==> src/rtl/adc_seq_pkg.sv <==
package adc_seq_pkg;

    localparam int CTRL_W = 8;

    typedef enum logic [2:0] {
        SRC_SWBUSY = 3'b000,
        SRC_TMR0   = 3'b001,
        SRC_TMR2   = 3'b010,
        SRC_TMR1   = 3'b011,
        SRC_EXTPIN = 3'b100,
        SRC_TMR3   = 3'b101,
        SRC_RSV6   = 3'b110,
        SRC_RSV7   = 3'b111
    } start_src_e;

    typedef enum logic [1:0] {
        PH_IDLE   = 2'd0,
        PH_XTRACK = 2'd1,
        PH_CONV   = 2'd2
    } phase_e;

    // Stored configuration (busy is live, not stored)
    typedef struct packed {
        logic       enable;
        logic       delay_trk;
        start_src_e src;
    } ctrl_cfg_t;

    typedef struct packed {
        logic done;
        logic win;
    } ctrl_flags_t;

    // Bit positions of the control register
    localparam int B_EN   = 7;
    localparam int B_DTRK = 6;
    localparam int B_DONE = 5;
    localparam int B_BUSY = 4;
    localparam int B_WIN  = 3;

    function automatic logic src_is_reserved(input start_src_e s);
        return (s == SRC_RSV6) || (s == SRC_RSV7);
    endfunction

    function automatic logic src_is_timer(input start_src_e s);
        return (s == SRC_TMR0) || (s == SRC_TMR1) || (s == SRC_TMR2) || (s == SRC_TMR3);
    endfunction

    // Timer number selected by a source code
    function automatic int timer_index(input start_src_e s);
        case (s)
            SRC_TMR0: return 0;
            SRC_TMR1: return 1;
            SRC_TMR2: return 2;
            SRC_TMR3: return 3;
            default:  return -1;
        endcase
    endfunction

endpackage

==> src/rtl/adc_seq_ctrl_reg.sv <==
module adc_seq_ctrl_reg
    import adc_seq_pkg::*;
(
    input  logic              clk,
    input  logic              rst,
    input  logic              wr_en,
    input  logic [CTRL_W-1:0] wr_data,
    input  logic              busy,
    input  logic              done_set,
    input  logic              win_set,
    output ctrl_cfg_t         cfg,
    output logic [CTRL_W-1:0] rd_data,
    output logic              sw_start
);

    ctrl_flags_t flags_q;
    logic        sw_start_q;

    always_ff @(posedge clk) begin
        if (rst) begin
            cfg <= '{enable: 1'b0, delay_trk: 1'b0, src: SRC_SWBUSY};
        end else if (wr_en) begin
            cfg.enable    <= wr_data[B_EN];
            cfg.delay_trk <= wr_data[B_DTRK];
            cfg.src       <= start_src_e'(wr_data[2:0]);
        end
    end

    // Hardware set has priority over a software write of zero
    always_ff @(posedge clk) begin
        if (rst) begin
            flags_q <= '0;
        end else begin
            flags_q.done <= done_set | (wr_en ? wr_data[B_DONE] : flags_q.done);
            flags_q.win  <= win_set  | (wr_en ? wr_data[B_WIN]  : flags_q.win);
        end
    end

    // Software start request: a busy-bit write of 1 with source field 000
    always_ff @(posedge clk) begin
        if (rst) sw_start_q <= 1'b0;
        else     sw_start_q <= wr_en & wr_data[B_BUSY] & (wr_data[2:0] == SRC_SWBUSY);
    end

    assign sw_start = sw_start_q;
    assign rd_data  = {cfg.enable, cfg.delay_trk, flags_q.done, busy, flags_q.win, cfg.src};

    AST_DONE_STICKY: assert property (@(posedge clk) disable iff (rst)
        done_set |=> rd_data[B_DONE]);
    AST_WIN_STICKY: assert property (@(posedge clk) disable iff (rst)
        win_set |=> rd_data[B_WIN]);
    AST_SET_BEATS_CLEAR: assert property (@(posedge clk) disable iff (rst)
        (win_set && wr_en && !wr_data[B_WIN]) |=> rd_data[B_WIN]);
    AST_FLAG_HOLDS: assert property (@(posedge clk) disable iff (rst)
        (rd_data[B_DONE] && !wr_en) |=> rd_data[B_DONE]);

endmodule

==> src/rtl/adc_seq_trig_sel.sv <==
module adc_seq_trig_sel
    import adc_seq_pkg::*;
#(
    parameter int SYNC_STAGES = 2,
    parameter int NUM_TIMERS  = 4
) (
    input  logic                  clk,
    input  logic                  rst,
    input  ctrl_cfg_t             cfg,
    input  logic                  sw_start,
    input  logic [NUM_TIMERS-1:0] timer_ovf,
    input  logic                  ext_pin,
    output logic                  start_req
);

    localparam int LAST = SYNC_STAGES - 1;

    logic [SYNC_STAGES-1:0] sync_q;
    logic                   pin_prev_q;
    logic                   pin_rise;
    logic [NUM_TIMERS-1:0]  tmr_mask;
    logic                   tmr_hit;
    logic                   hit;

    // Synchronizer chain for the asynchronous pin
    for (genvar i = 0; i < SYNC_STAGES; i++) begin : g_sync
        if (i == 0) begin : g_first
            always_ff @(posedge clk) begin
                if (rst) sync_q[0] <= 1'b0;
                else     sync_q[0] <= ext_pin;
            end
        end else begin : g_next
            always_ff @(posedge clk) begin
                if (rst) sync_q[i] <= 1'b0;
                else     sync_q[i] <= sync_q[i-1];
            end
        end
    end

    always_ff @(posedge clk) begin
        if (rst) pin_prev_q <= 1'b0;
        else     pin_prev_q <= sync_q[LAST];
    end

    assign pin_rise = sync_q[LAST] & ~pin_prev_q;

    // One-hot mask of the selected timer
    for (genvar t = 0; t < NUM_TIMERS; t++) begin : g_tmask
        assign tmr_mask[t] = src_is_timer(cfg.src) && (timer_index(cfg.src) == t);
    end

    assign tmr_hit = |(timer_ovf & tmr_mask);

    always_comb begin
        hit = 1'b0;
        if (cfg.src == SRC_SWBUSY)      hit = sw_start;
        else if (cfg.src == SRC_EXTPIN) hit = pin_rise;
        else if (src_is_timer(cfg.src)) hit = tmr_hit;
    end

    assign start_req = cfg.enable & hit;

    AST_MASK_ONEHOT: assert property (@(posedge clk) disable iff (rst)
        $onehot0(tmr_mask));
    AST_PIN_EDGE_SINGLE: assert property (@(posedge clk) disable iff (rst)
        pin_rise |=> !pin_rise);

endmodule

==> src/rtl/adc_seq_phase_fsm.sv <==
module adc_seq_phase_fsm
    import adc_seq_pkg::*;
#(
    parameter int XTRACK_CLKS = 3
) (
    input  logic clk,
    input  logic rst,
    input  logic enable,
    input  logic delay_trk,
    input  logic start_req,
    input  logic sar_clk_en,
    input  logic conv_done,
    output logic busy,
    output logic track,
    output logic convert,
    output logic done_pulse
);

    localparam int CNT_W = $clog2(XTRACK_CLKS + 1);
    localparam logic [CNT_W-1:0] CNT_LAST = CNT_W'(XTRACK_CLKS - 1);

    phase_e           phase_q, phase_d;
    logic [CNT_W-1:0] cnt_q, cnt_d;

    always_comb begin
        phase_d = phase_q;
        cnt_d   = cnt_q;
        if (!enable) begin
            phase_d = PH_IDLE;
            cnt_d   = '0;
        end else begin
            case (phase_q)
                PH_IDLE: begin
                    if (start_req) begin
                        phase_d = delay_trk ? PH_XTRACK : PH_CONV;
                        cnt_d   = '0;
                    end
                end
                PH_XTRACK: begin
                    if (sar_clk_en) begin
                        if (cnt_q == CNT_LAST) phase_d = PH_CONV;
                        else                   cnt_d   = cnt_q + 1'b1;
                    end
                end
                PH_CONV: begin
                    if (conv_done) phase_d = PH_IDLE;
                end
                default: phase_d = PH_IDLE;
            endcase
        end
    end

    always_ff @(posedge clk) begin
        if (rst) begin
            phase_q <= PH_IDLE;
            cnt_q   <= '0;
        end else begin
            phase_q <= phase_d;
            cnt_q   <= cnt_d;
        end
    end

    assign busy       = (phase_q != PH_IDLE);
    assign convert    = (phase_q == PH_CONV);
    assign track      = enable & (phase_q != PH_CONV);
    assign done_pulse = (phase_q == PH_CONV) & conv_done;

    AST_BUSY_UNTIL_DONE: assert property (@(posedge clk) disable iff (rst)
        (busy && enable && !conv_done) |=> busy);
    AST_XTRACK_ENTRY: assert property (@(posedge clk) disable iff (rst)
        (phase_q == PH_IDLE && enable && start_req && delay_trk) |=> (track && !convert));
    AST_NORMAL_DIRECT: assert property (@(posedge clk) disable iff (rst)
        (phase_q == PH_IDLE && enable && start_req && !delay_trk) |=> convert);
    AST_CONV_IGNORES_START: assert property (@(posedge clk) disable iff (rst)
        (convert && enable && !conv_done) |=> convert);
    AST_CNT_BOUND: assert property (@(posedge clk) disable iff (rst)
        cnt_q <= CNT_LAST);

endmodule

==> src/rtl/adc_start_seq.sv <==
module adc_start_seq
    import adc_seq_pkg::*;
#(
    parameter int SYNC_STAGES = 2,
    parameter int XTRACK_CLKS = 3,
    parameter int NUM_TIMERS  = 4
) (
    input  logic                  clk,
    input  logic                  rst,
    input  logic                  reg_wr_en,
    input  logic [7:0]            reg_wr_data,
    output logic [7:0]            reg_rd_data,
    input  logic [NUM_TIMERS-1:0] timer_ovf,
    input  logic                  ext_start_pin,
    input  logic                  sar_clk_en,
    input  logic                  conv_done,
    input  logic                  win_match,
    output logic                  busy,
    output logic                  track,
    output logic                  convert
);

    ctrl_cfg_t cfg;
    logic      sw_start;
    logic      start_req;
    logic      done_pulse;

    adc_seq_ctrl_reg u_reg (
        .clk      (clk),
        .rst      (rst),
        .wr_en    (reg_wr_en),
        .wr_data  (reg_wr_data),
        .busy     (busy),
        .done_set (done_pulse),
        .win_set  (win_match),
        .cfg      (cfg),
        .rd_data  (reg_rd_data),
        .sw_start (sw_start)
    );

    adc_seq_trig_sel #(
        .SYNC_STAGES (SYNC_STAGES),
        .NUM_TIMERS  (NUM_TIMERS)
    ) u_trig (
        .clk       (clk),
        .rst       (rst),
        .cfg       (cfg),
        .sw_start  (sw_start),
        .timer_ovf (timer_ovf),
        .ext_pin   (ext_start_pin),
        .start_req (start_req)
    );

    adc_seq_phase_fsm #(
        .XTRACK_CLKS (XTRACK_CLKS)
    ) u_fsm (
        .clk        (clk),
        .rst        (rst),
        .enable     (cfg.enable),
        .delay_trk  (cfg.delay_trk),
        .start_req  (start_req),
        .sar_clk_en (sar_clk_en),
        .conv_done  (conv_done),
        .busy       (busy),
        .track      (track),
        .convert    (convert),
        .done_pulse (done_pulse)
    );

    AST_DISABLED_QUIET: assert property (@(posedge clk) disable iff (rst)
        !reg_rd_data[B_EN] |=> !busy);
    AST_RSV_NO_START: assert property (@(posedge clk) disable iff (rst)
        (src_is_reserved(start_src_e'(reg_rd_data[2:0])) && !busy) |=> !busy);
    AST_BUSY_READBACK: assert property (@(posedge clk) disable iff (rst)
        reg_rd_data[B_BUSY] == busy);

endmodule

==> config.mk <==
export PLATFORM = sky130hd
export DESIGN_NAME = adc_start_seq
export DESIGN_NICKNAME = d
export VERILOG_FILES = /design/src/rtl/adc_seq_pkg.sv /design/src/rtl/adc_seq_ctrl_reg.sv /design/src/rtl/adc_seq_trig_sel.sv /design/src/rtl/adc_seq_phase_fsm.sv /design/src/rtl/adc_start_seq.sv
export SDC_FILE = /design/constraint.sdc
export NUM_CORES = 1
export LEC_CHECK = 0
export BUFFER_PORTS_ARGS = -buffer_cell sky130_fd_sc_hd__buf_2
export CAP_MARGIN = 0
export CORE_ASPECT_RATIO = 0.6
export CORE_MARGIN = 2
export CORE_UTILIZATION = 32
export DETAILED_ROUTE_END_ITERATION = 10
export GPL_ROUTABILITY_DRIVEN = 0
export SLEW_MARGIN = 20
export SYNTH_ARGS = -nofsm -noshare
export SYNTH_HDL_FRONTEND = slang
export SYNTH_HIERARCHICAL = 1
export SYNTH_SLANG_ARGS = --single-unit
==> constraint.sdc <==
create_clock -name clk -period 3.8 [get_ports clk]
set_input_delay 0.38 -clock clk [delete_from_list [all_inputs] [get_ports clk]]
set_output_delay 0.38 -clock clk [all_outputs]
set_load 0.005 [all_outputs]
# Word level (Yosys, flattened, before mapping)

Cells that the tools add are included.

$add $sub $neg: 1
Eq/ne operators: 17
Mux-type cells: 16
Bitwise operators: 11
Reduce and logical (&&, ||, !) cells: 17

Operator list:

| operator                                                               | number |
|---|---|
| 32-bit case mux with 4 select lines                                    | 1 |
| 32-bit by 3-bit equality test with 1-bit output, second input constant | 2 |
| 32-bit by 2-bit equality test with 1-bit output, second input constant | 1 |
| 32-bit zero test                                                       | 1 |
| 2-bit 2-to-1 mux                                                       | 8 |
| 2-bit inequality test, second input constant                           | 5 |
| 4-bit AND reduction                                                    | 2 |
| 1-bit AND                                                              | 6 |
| 3-bit by 2-bit equality test with 1-bit output, second input constant  | 2 |
| 3-bit equality test, second input constant                             | 2 |
| 3-bit zero test                                                        | 2 |
| 2-bit case mux with 3 select lines                                     | 1 |
| 1-bit 2-to-1 mux                                                       | 5 |
| 4-bit AND                                                              | 1 |
| 2-bit equality test, second input constant                             | 2 |
| 1-bit logical AND                                                      | 4 |
| 2-bit case mux with 2 select lines                                     | 1 |
| 2-bit nonzero test                                                     | 2 |
| 4-bit OR reduction                                                     | 1 |
| 3-bit by 1-bit equality test with 1-bit output, second input constant  | 1 |
| 1-bit logical OR                                                       | 3 |
| 2-bit by 1-bit adder with 2-bit output, second input constant          | 1 |
| 2-bit by 1-bit equality test with 1-bit output, second input constant  | 1 |
| 2-bit zero test                                                        | 1 |
| other kinds (4)                                                        | 6 |

Bits in registers: 15
Output and inout port bits: 11
Logic and storage cells: 73

# Logic depth before layout (Yosys ltp)

Gate-level depths: netlist (run 1).

Depth after elaboration: 13
Gate-level depth with buffers: 6
Gate-level depth less buffers: 6

# Modules after synthesis

Netlist (run 1), hierarchy kept.

By module, submodules not included:

| module            | times used | cells each | area each (sq um) | sequential area each (sq um) |
|---|---|---|---|---|
| adc_seq_ctrl_reg  | 1          | 34         | 344.1             | 160.2 |
| adc_seq_phase_fsm | 1          | 28         | 242.7             | 80.1 |
| adc_seq_trig_sel  | 1          | 12         | 137.6             | 60.1 |

# Worst setup path before layout (run 1)

No wires, ideal clock.

Path kind: flip-flop to flip-flop
Start point: register, netlist name u_reg/cfg[0]
End point: register u_fsm.phase_q[1]
Arrival time: 1.336 ns
Path slack: 2.346 ns
Stages on the path, launching flop included: 7
Cells stage by stage: dfxtp_1 > mux4_2 > nand2b_1 > a21boi_1 > nor3b_1 > o21bai_1 > a21oi_1

Cells in the longest elaborated chain, start to end: 13
Elaborated cells between the ends (all ways): 26
Classes of those cells: 9 x eq/ne; 4 x mux; 2 x bitwise; 11 x reduce/logical

RTL lines:

| element                                                                     | line                    | RTL |
|---|---|---|
| branches (longest 9 deep; another with 32-bit case mux with 4 select lines) | n/a                     |  |
| 1-bit 2-to-1 mux *                                                          | adc_seq_trig_sel.sv:56  | `if (cfg.src == SRC_SWBUSY) hit = sw_start;` |
| 1-bit AND *                                                                 | adc_seq_trig_sel.sv:61  | `assign start_req = cfg.enable & hit;` |
| net start_req                                                               | adc_start_seq.sv:25     | `logic start_req;` |
| 2-bit inequality test (no source line) *                                    | n/a                     |  |
| 4-bit AND reduction (no source line) *                                      | n/a                     |  |
| end signal: assignment                                                      | adc_seq_phase_fsm.sv:58 | `phase_q <= phase_d;` |
| end: declaration                                                            | adc_seq_phase_fsm.sv:22 | `phase_e phase_q, phase_d;` |

Mark *: on every way through the listed nets, which the timed path passes.
A chain may end at the register's enable or synchronous reset.

# Final worst setup path (run 1)

Start point: register u_fsm.phase_q[0]
End point: output port track

Cells in the longest elaborated chain, start to end: 2

RTL lines:

| element               | line                    | RTL |
|---|---|---|
| 2-bit inequality test | adc_seq_phase_fsm.sv:65 | `assign track = enable & (phase_q != PH_CONV);` |
| 1-bit AND             | adc_seq_phase_fsm.sv:65 |  |
| end: declaration      | adc_start_seq.sv:19     | `output logic track,` |

Every way passes these cells.

==> impl_metrics.env, run 1 <==
export IMPL_status="finished clean"
export IMPL_postRouteAntennaNets=0
export IMPL_clk_insertion_delay_late_ns=0.25
export IMPL_setup_tns_final_ns=0
export IMPL_cts_made_buffers=3
export IMPL_syn_to_final_growth_pct=23.83
export IMPL_synth_area_um2=724.4
export IMPL_clk_path_buf_depth=2
export IMPL_cts_tree="done"
export IMPL_worst_pin_slew_ns=0.2862
export IMPL_worstHoldStart="reg_wr_data[2]"
export IMPL_grt_max_degree=13
export IMPL_synth_cell_types=30
export IMPL_cts_hold_buf=0
export IMPL_die_x_um=65.43
export IMPL_fin_skew_ns=0.001307
export IMPL_syn_avg_cell_area_um2=9.790
export IMPL_cts_htree_levels=1
export IMPL_hold_class="input pin to flop"
export IMPL_synthCells=74
export IMPL_synth_xor_area_frac=0
export IMPL_worstSetupEndpointType="output port"
export IMPL_critPathRequiredTime_ns=3.42
export IMPL_slew_headroom=0.8089
export IMPL_wl_per_cell_um=11.52
export IMPL_r2r_start="u_reg/cfg[0]"
export IMPL_seq_area_frac_synth=0.4145
export IMPL_multi_input_area_um2=354.1
export IMPL_post_cts_setup_buffer_count=0
export IMPL_fin_crit_sh=0.4233
export IMPL_clkTransAtPathRegs_ns=0.06
export IMPL_die_h_um=40.86
export IMPL_clock_root_buffer="clkbuf_8"
export IMPL_antenna_found_initial=0
export IMPL_setup_viol=0
export IMPL_ctsResizeCount=0
export IMPL_drive_gt1_frac=0.3939
export IMPL_overflow=0
export IMPL_synth_mux_area_frac=0.1278
export IMPL_power_uw=328.6
export IMPL_p_leak_uw=0.0004037
export IMPL_hpwl_um=1136
export IMPL_crit_path_start_kind="flop"
export IMPL_core_area_um2=2147
export IMPL_synth_fa_ha_area_frac=0.01727
export IMPL_n_antenna_cell=0
export IMPL_yosysWarningCount=6
export IMPL_final_cell_mix="buf_2 (29), dfxtp_1 (15), mux2i_1 (7)"
export IMPL_track_usage=0.1235
export IMPL_avgViaCountPerCell=4.550
export IMPL_std_cell_rows=13
export IMPL_synth_seq_cells=15
export IMPL_crit_arrival_ns=1.23
export IMPL_finalHoldViolCount=0
export IMPL_seq_area_um2=300.3
export IMPL_drc=0
export IMPL_dr_pass1_iters=4
export IMPL_fmax_ghz=0.6216
export IMPL_initial_core_util=0.3374
export IMPL_io_buffers=29
export IMPL_io_pins=30
export IMPL_die_area_um2=2673
export IMPL_synth_simple_area_share=0.2504
export IMPL_vias=587
export IMPL_rsz0062_at_grt="false"
export IMPL_crit_path_start="u_fsm/phase_q[0]"
export IMPL_synth_top_family_by_area="simple AND/OR/NAND/NOR gates"
export IMPL_powerDensity_nw_per_um2=366.3
export IMPL_cp_max_fo=9
export IMPL_fillCellCount=225
export IMPL_crit_type="flop to output port"
export IMPL_drv_slew=0
export IMPL_grt_pass1_wl_um=2311
export IMPL_grt_pass1_vias=517
export IMPL_nNetsFinal=120
export IMPL_cap_viol_max_count=0
export IMPL_syn_num_nets=94
export IMPL_wirelength_um=1486
export IMPL_layout_commonest_cell="buf_2"
export IMPL_synth_compound_area_frac=0.09326
export IMPL_drtIter0Drc=12
export IMPL_ir_worst_vdd_v=0.0001702
export IMPL_finalCriticalPeriod_ns=1.609
export IMPL_clock_sinks=15
where the power goes:
| group | internal (µW) | leakage, µW | switching (µW) | total, µW |
|---|---|---|---|---|
| sequential | 163 | 0.000123 | 4.80 | 168 |
| combinational | 19.0 | 0.000258 | 13.5 | 32.5 |
| clock | 74.2 | 0.0000228 | 53.7 | 128 |
| total | 257 | 0.000404 | 72.0 | 329 |
logic make-up (layout without fill, tap and decap cells):
kind of cell / Yosys count / in the layout
mux: 8 / 8
fa+ha+maj: 1 / 1
simple gates: 27 / 27
compound gates: 11 / 11
buf+inv: 12 / 37
flops: 15 / 15
path summary, 6_finish.rpt:
path / end / slack (ns) / depth (start not counted)
worst max-delay path: track / 2.19 / 3
worst min register to register: u_trig/sync_q[1] / 0.44 / 1
worst max register to register: u_fsm/phase_q[1] / 2.21 / 6
worst min-delay path: u_reg/sw_start / 0.31 / 2
synthesized netlist by cell type:
library cell	instances	area share
mux4_2	1	0.031
nand3b_2	1	0.016
or4b_1	2	0.028
buf_2	1	0.0069
and2_1	1	0.0086
nor2_1	5	0.026
nor4_1	1	0.0086
a21oi_1	4	0.028
or2_2	1	0.0086
clkbuf_2	1	0.0069
dfxtp_1	15	0.41
nor2b_1	4	0.035
and2b_2	1	0.012
and3_2	1	0.010
or3_2	1	0.010
o211ai_1	2	0.021
a31oi_1	2	0.017
mux2i_1	7	0.097
nand2_1	2	0.010
nand2b_1	3	0.026
a21boi_1	1	0.010
nor4b_1	1	0.012
inv_1	4	0.021
o21bai_1	1	0.010
buf_4	6	0.062
nor3b_1	1	0.010
o21ai_0	1	0.0069
ha_1	1	0.017
and3b_1	1	0.012
nor3b_2	1	0.017
worst max-delay path, stage by stage (launching register included):
cell	delay, ns
dfxtp_1	0.48
and2b_2	0.28
nor2b_1	0.11
buf_2	0.12
flip-flops by register name, indices dropped and copies added (netlist names):
| name | count |
|---|---|
| u_reg/cfg | 5 |
| u_fsm/cnt_q | 2 |
| u_fsm/phase_q | 2 |
| u_reg/rd_data | 2 |
| u_trig/sync_q | 2 |
| u_reg/sw_start | 1 |
| u_trig/pin_prev_q | 1 |
through the flow:
stage | worst slack [ns] | utilization | hold slack, ns | cell area (µm²) | instances
finish | 2.191 | 0.4178 | 0.3100 | 897.1 | 129
detailed placement | 2.220 | 0.3969 | 0.4359 | 852.1 | 125
CTS | 2.178 | 0.4178 | 0.3023 | 897.1 | 129
global route | 2.067 | 0.4178 | 0.3006 | 897.1 | 129
floorplan | 2.346 | - | 0.4138 | 724.4 | 74
global placement | 2.249 | 0.3969 | 0.4177 | 852.1 | 125
cell type report:
type | count | area share
Multi-Input combinational cell | 47 | 0.3947
Sequential cell | 15 | 0.3347
Timing Repair Buffer | 29 | 0.1618
Clock buffer | 4 | 0.05021
Tap cell | 30 | 0.04184
Inverter | 4 | 0.01674
routing by layer:
metal	track usage	vias to the layer above	wire, µm
li1	-	306	-
met2	0.1633	26	544
met5	0	-	0
met4	0.04688	0	6
met3	0.06593	2	158
met1	0.1664	253	777
Note: power is estimated with default switching activity, not from simulation.
==> inputs of run 2 (changes only) <==
clock period = 1.4 ns   (was 3.8 ns; I/O delays follow)
==> run 2 against run 1 <==
The flow now finishes with violations (setup timing). Worst hold slack got worse by 0.23 ns. Non-clock buffer count is 6 higher. Register-to-register slack lost 2.3 ns. Clock-buffer cell count stayed put. Clock power rose to 2.7 times the previous value. Critical path depth is 3 higher. Total power rose to 2.8 times the previous value. Sequential power grew to 2.7 times the previous value. Global-route usage increased by 0.38 points.
==> impl_metrics.env, run 2 (synthesis gave the netlist of run 1 again) <==
export IMPL_use_met3=0.05220
export IMPL_crit_path_start="u_reg/cfg[0]"
export IMPL_timing_rr_end="u_fsm/phase_q[1]"
export IMPL_critPathRequiredTime_ns=1.53
export IMPL_final_core_util=0.4551
export IMPL_powerDensity_nw_per_um2=928.0
export IMPL_layout_commonest_cell="buf_2"
export IMPL_slew_headroom=0.8357
export IMPL_r2r_start="u_reg/cfg[0]"
export IMPL_pre_cts_ws_ns=-0.1036
export IMPL_final_area_um2=977.2
export IMPL_die_h_um=40.86
export IMPL_cts_htree_levels=1
export IMPL_hpwl_um=1208
export IMPL_vias=619
export IMPL_n_antenna_cell=0
export IMPL_final_cell_mix="buf_2 (29), dfxtp_1 (12), mux2i_1 (7)"
export IMPL_crit_path_start_kind="flop"
export IMPL_worstSetupEndpointType="flop"
export IMPL_clock_root_buffer="clkbuf_8"
export IMPL_io_pins=30
export IMPL_clk_insertion_delay_late_ns=0.25
export IMPL_nNetsFinal=126
export IMPL_antenna_found_initial=0
export IMPL_failed_checks="setup timing"
export IMPL_grt_max_degree=12
export IMPL_setup_tns_final_ns=-0.1745
export IMPL_dp_cells=129
export IMPL_hold_class="input pin to flop"
export IMPL_postRouteAntennaNets=0
export IMPL_grt_pass1_wl_um=2408
export IMPL_fin_crit_sh=1.061
export IMPL_rsz0062_at_grt="true"
export IMPL_drive_gt1_frac=0.4952
export IMPL_cp_max_fo=3
export IMPL_largest_reg_flops=5
export IMPL_post_route_worst_setup_slack_ns=-0.08517
export IMPL_fin_skew_ns=0.002155
export IMPL_track_usage=0.1273
export IMPL_syn_to_final_growth_pct=34.89
export IMPL_clock_sinks=15
export IMPL_setup_viol=3
export IMPL_drv_slew=0
export IMPL_ff2ff_path_depth=6
export IMPL_core_area_um2=2147
export IMPL_cap_viol_max_count=0
export IMPL_finalHoldViolCount=0
export IMPL_cts_tree="done"
export IMPL_status="finished with violations"
export IMPL_drtIter0Drc=16
export IMPL_worstSetupEndpoint="u_fsm/phase_q[1]"
export IMPL_die_area_um2=2673
export IMPL_grt_busiest_layer="met2"
export IMPL_p_leak_uw=0.0004591
export IMPL_dpl_cell_area_um2=884.6
export IMPL_reg2reg_slack_ns=-0.09
export IMPL_io_buffers=29
export IMPL_fmax_ghz=0.6733
export IMPL_use_met2=0.2041
export IMPL_dr_pass1_iters=4
export IMPL_crit_arrival_ns=1.62
export IMPL_die_x_um=65.43
export IMPL_wirelength_um=1622
export IMPL_clkTransAtPathRegs_ns=0.06
export IMPL_use_met1=0.1634
export IMPL_avgViaCountPerCell=4.585
export IMPL_cts_made_buffers=3
export IMPL_std_cell_rows=13
export IMPL_worstHoldStart="reg_wr_data[2]"
export IMPL_finalCriticalPeriod_ns=1.485
export IMPL_initial_core_util=0.3374
export IMPL_wl_per_cell_um=12.01
export IMPL_final_cells=135
export IMPL_worst_pin_slew_ns=0.2458
export IMPL_grt_pass1_vias=520
export IMPL_clk_path_buf_depth=2
export IMPL_drc=0
export IMPL_crit_type="flop to flop"
export IMPL_overflow=0
export IMPL_ir_worst_vdd_v=0.0005098
export IMPL_largest_register="u_reg/cfg"
[run 2: power by group]
| part | switching (µW) | internal, µW | total, µW |
|---|---|---|---|
| Clock | 147 | 201 | 349 |
| Combinational | 41.6 | 59.1 | 101 |
| Sequential | 13.5 | 444 | 457 |
[run 2: metal layers]
| layer | routed length, µm | part of all wire |
|---|---|---|
| met2 | 717 | 0.44 |
| met1 | 753 | 0.46 |
| met4 | 10 | 0.0062 |
| met5 | 0 | 0 |
| met3 | 140 | 0.086 |
[run 2: repair_timing]
action / CTS / global route
buffers inserted: 2 / 0
gates resized for setup: 5 / 3
hold buffers: 0 / 0
setup endpoints to repair: 3 / 5
hold endpoints to repair: 0 / 0
pin swaps: 3 / 1
[run 2: area by class of cell]
class / instances / area [µm²]
Clock buffer: 4 / 45.04
Fill cell: 240 / 1170
Inverter: 4 / 15.01
Multi-Input combinational cell: 47 / 385.4
Sequential cell: 15 / 304.0
Tap cell: 30 / 37.54
Timing Repair Buffer: 35 / 190.2
[run 2: worst max-delay path, cell delays in order (launching register included)]
cell	delay, ns
dfxtp_2	0.36
mux4_2	0.49
nand2b_1	0.10
a21boi_2	0.07
nor3b_1	0.14
o21bai_1	0.13
a21oi_1	0.08
[run 2: metrics by stage]
stage | hold WS [ns] | total power [µW]
3_3_place_gp | 0.3319 | 558.5
4_1_cts | 0.07885 | 918.4
2_1_floorplan | 0.2107 | 519.2
3_5_place_dp | 0.3415 | 561.4
5_1_grt | 0.08364 | 953.2
6_report | 0.08361 | 906.8
[run 2: worst min-delay path by stage]
stage                      to  slack, ns  cells after the start
2_1_floorplan  u_reg/sw_start       0.21                      1
3_3_place_gp   u_reg/sw_start       0.33                      2
3_5_place_dp   u_reg/sw_start       0.34                      2
4_1_cts        u_reg/sw_start       0.08                      2
5_1_grt        u_reg/sw_start       0.08                      2
6_report       u_reg/sw_start       0.08                      2
==> inputs of run 3 (changes only) <==
PLACE_DENSITY = 0.69   (was unset)
==> run 3 against run 2 <==
The run still ends with setup timing left. Clock-buffer cell count is 1 lower. Clock skew is 0.0011 ns lower. Sequential power about the same. Cell area down 2.6%. Via count shrank 1.3%. Setup slack better by 0.0084 ns. Combinational power fell by 6%. Largest cell class unchanged. Highest routed layer unchanged.
==> impl_metrics.env, run 3 (synthesis gave the netlist of run 1 again) <==
export IMPL_antenna_found_initial=0
export IMPL_cts_made_buffers=3
export IMPL_wl_per_cell_um=10.69
export IMPL_clock_sinks=15
export IMPL_clk_insertion_delay_late_ns=0.25
export IMPL_wirelength_um=1433
export IMPL_worst_pin_slew_ns=0.2509
export IMPL_fin_skew_ns=0.001036
export IMPL_postRouteAntennaNets=0
export IMPL_core_area_um2=2147
export IMPL_slew_headroom=0.8304
export IMPL_grt_pass1_vias=514
export IMPL_clkTransAtPathRegs_ns=0.06
export IMPL_p_leak_uw=0.0004537
export IMPL_cap_viol_max_count=0
export IMPL_die_area_um2=2673
export IMPL_hold_class="input pin to flop"
export IMPL_drtIter0Drc=28
export IMPL_die_x_um=65.43
export IMPL_vias=611
export IMPL_clock_root_buffer="clkbuf_8"
export IMPL_finalHoldViolCount=0
export IMPL_largest_register="u_reg/cfg"
export IMPL_nNetsFinal=125
export IMPL_status="finished with violations"
export IMPL_overflow=0
export IMPL_multi_input_area_um2=366.6
export IMPL_largest_reg_flops=5
export IMPL_post_cts_setup_buffer_count=0
export IMPL_syn_to_final_growth_pct=31.43
export IMPL_track_usage=0.1158
export IMPL_cts_htree_levels=1
export IMPL_ir_worst_vdd_v=0.0003805
export IMPL_n_antenna_cell=0
export IMPL_setup_tns_final_ns=-0.1155
export IMPL_final_core_util=0.4435
export IMPL_critPathRequiredTime_ns=1.54
export IMPL_rsz0062_at_grt="true"
export IMPL_post_route_worst_setup_slack_ns=-0.07675
export IMPL_initial_core_util=0.3374
export IMPL_drc=0
export IMPL_avgViaCountPerCell=4.560
export IMPL_finalCriticalPeriod_ns=1.477
export IMPL_setup_viol=3
export IMPL_fillCellCount=227
export IMPL_fmax_ghz=0.6772
export IMPL_io_buffers=29
export IMPL_drv_slew=0
export IMPL_seq_area_um2=304.0
export IMPL_drive_gt1_frac=0.4712
export IMPL_cts_tree="done"
export IMPL_dr_pass1_iters=4
export IMPL_fin_crit_sh=1.055
export IMPL_failed_checks="setup timing"
export IMPL_io_pins=30
export IMPL_grt_max_degree=12
export IMPL_crit_type="flop to flop"
export IMPL_hpwl_um=1121
export IMPL_crit_arrival_ns=1.61
export IMPL_powerDensity_nw_per_um2=940.1
export IMPL_cp_max_fo=3
export IMPL_grt_pass1_wl_um=2159
export IMPL_crit_path_start_kind="flop"
export IMPL_clk_path_buf_depth=2
export IMPL_cts_hold_buf=0
export IMPL_final_cell_mix="buf_2 (29), dfxtp_1 (12), mux2i_1 (7)"
export IMPL_layout_commonest_cell="buf_2"
export IMPL_worstSetupEndpointType="flop"
export IMPL_std_cell_rows=13
export IMPL_die_h_um=40.86
run 3: cell types whose count changed in the layout (fill, tap and decap cells not counted), sizes merged:
cell,previous run,this run
clkbuf,4,3
buf,35,34
clkinv,0,1
run 3: layout make-up:
| class | count | area share |
|---|---|---|
| Multi-Input combinational cell | 47 | 0.3850 |
| Sequential cell | 15 | 0.3193 |
| Clock buffer | 3 | 0.04336 |
| Clock inverter | 1 | 0.005256 |
| Tap cell | 30 | 0.03942 |
| Inverter | 4 | 0.01577 |
| Timing Repair Buffer | 34 | 0.1919 |
run 3: critical path: stages (launching register included):
cell	delay [ns]
dfxtp_2	0.35
mux4_2	0.49
nand2b_1	0.10
a21boi_2	0.07
nor3b_1	0.14
o21bai_1	0.14
a21oi_1	0.07
run 3: routing by layer:
layer  vias up  share of wire  GRT usage
met2        26           0.42     0.1735
li1        311              -          -
met1       270           0.46     0.1410
met3         4          0.097    0.05495
met4         0          0.016    0.06250
met5         -              0          0
run 3: metrics by stage:
step / hold slack (ns) / instance area (µm²) / std cells / setup slack [ns] / power [µW]
2_1_floorplan: 0.2107 / 726.9 / 74 / -0.009168 / 519.2
3_3_place_gp: 0.3303 / 892.1 / 130 / -0.05489 / 557.6
3_5_place_dp: 0.3329 / 892.1 / 130 / -0.07925 / 558.9
4_1_cts: 0.06692 / 943.4 / 134 / -0.08040 / 906.1
5_1_grt: 0.06834 / 952.2 / 134 / -0.1584 / 949.5
6_report: 0.07365 / 952.2 / 134 / -0.07675 / 895.1
run 3: worst paths after layout:
check                           slack (ns)               end  cells past startpoint             start
worst max-delay path                 -0.08  u_fsm/phase_q[1]                      6      u_reg/cfg[0]
worst min-delay path                  0.07    u_reg/sw_start                      2    reg_wr_data[2]
worst max register to register       -0.08  u_fsm/phase_q[1]                      6      u_reg/cfg[0]
worst min register to register        0.43  u_trig/sync_q[1]                      1  u_trig/sync_q[0]
run 3: what timing repair did:
action                     CTS  global route
pin swaps                    1             6
setup endpoints to repair    4             5
gates resized for setup      2             2
run 3: power by group:
part	internal [µW]	total (µW)	switching [µW]	leakage, µW
clock network	197	345	148	0.0000255
logic	56.0	94.9	38.9	0.000304
registers	444	455	11.3	0.000124
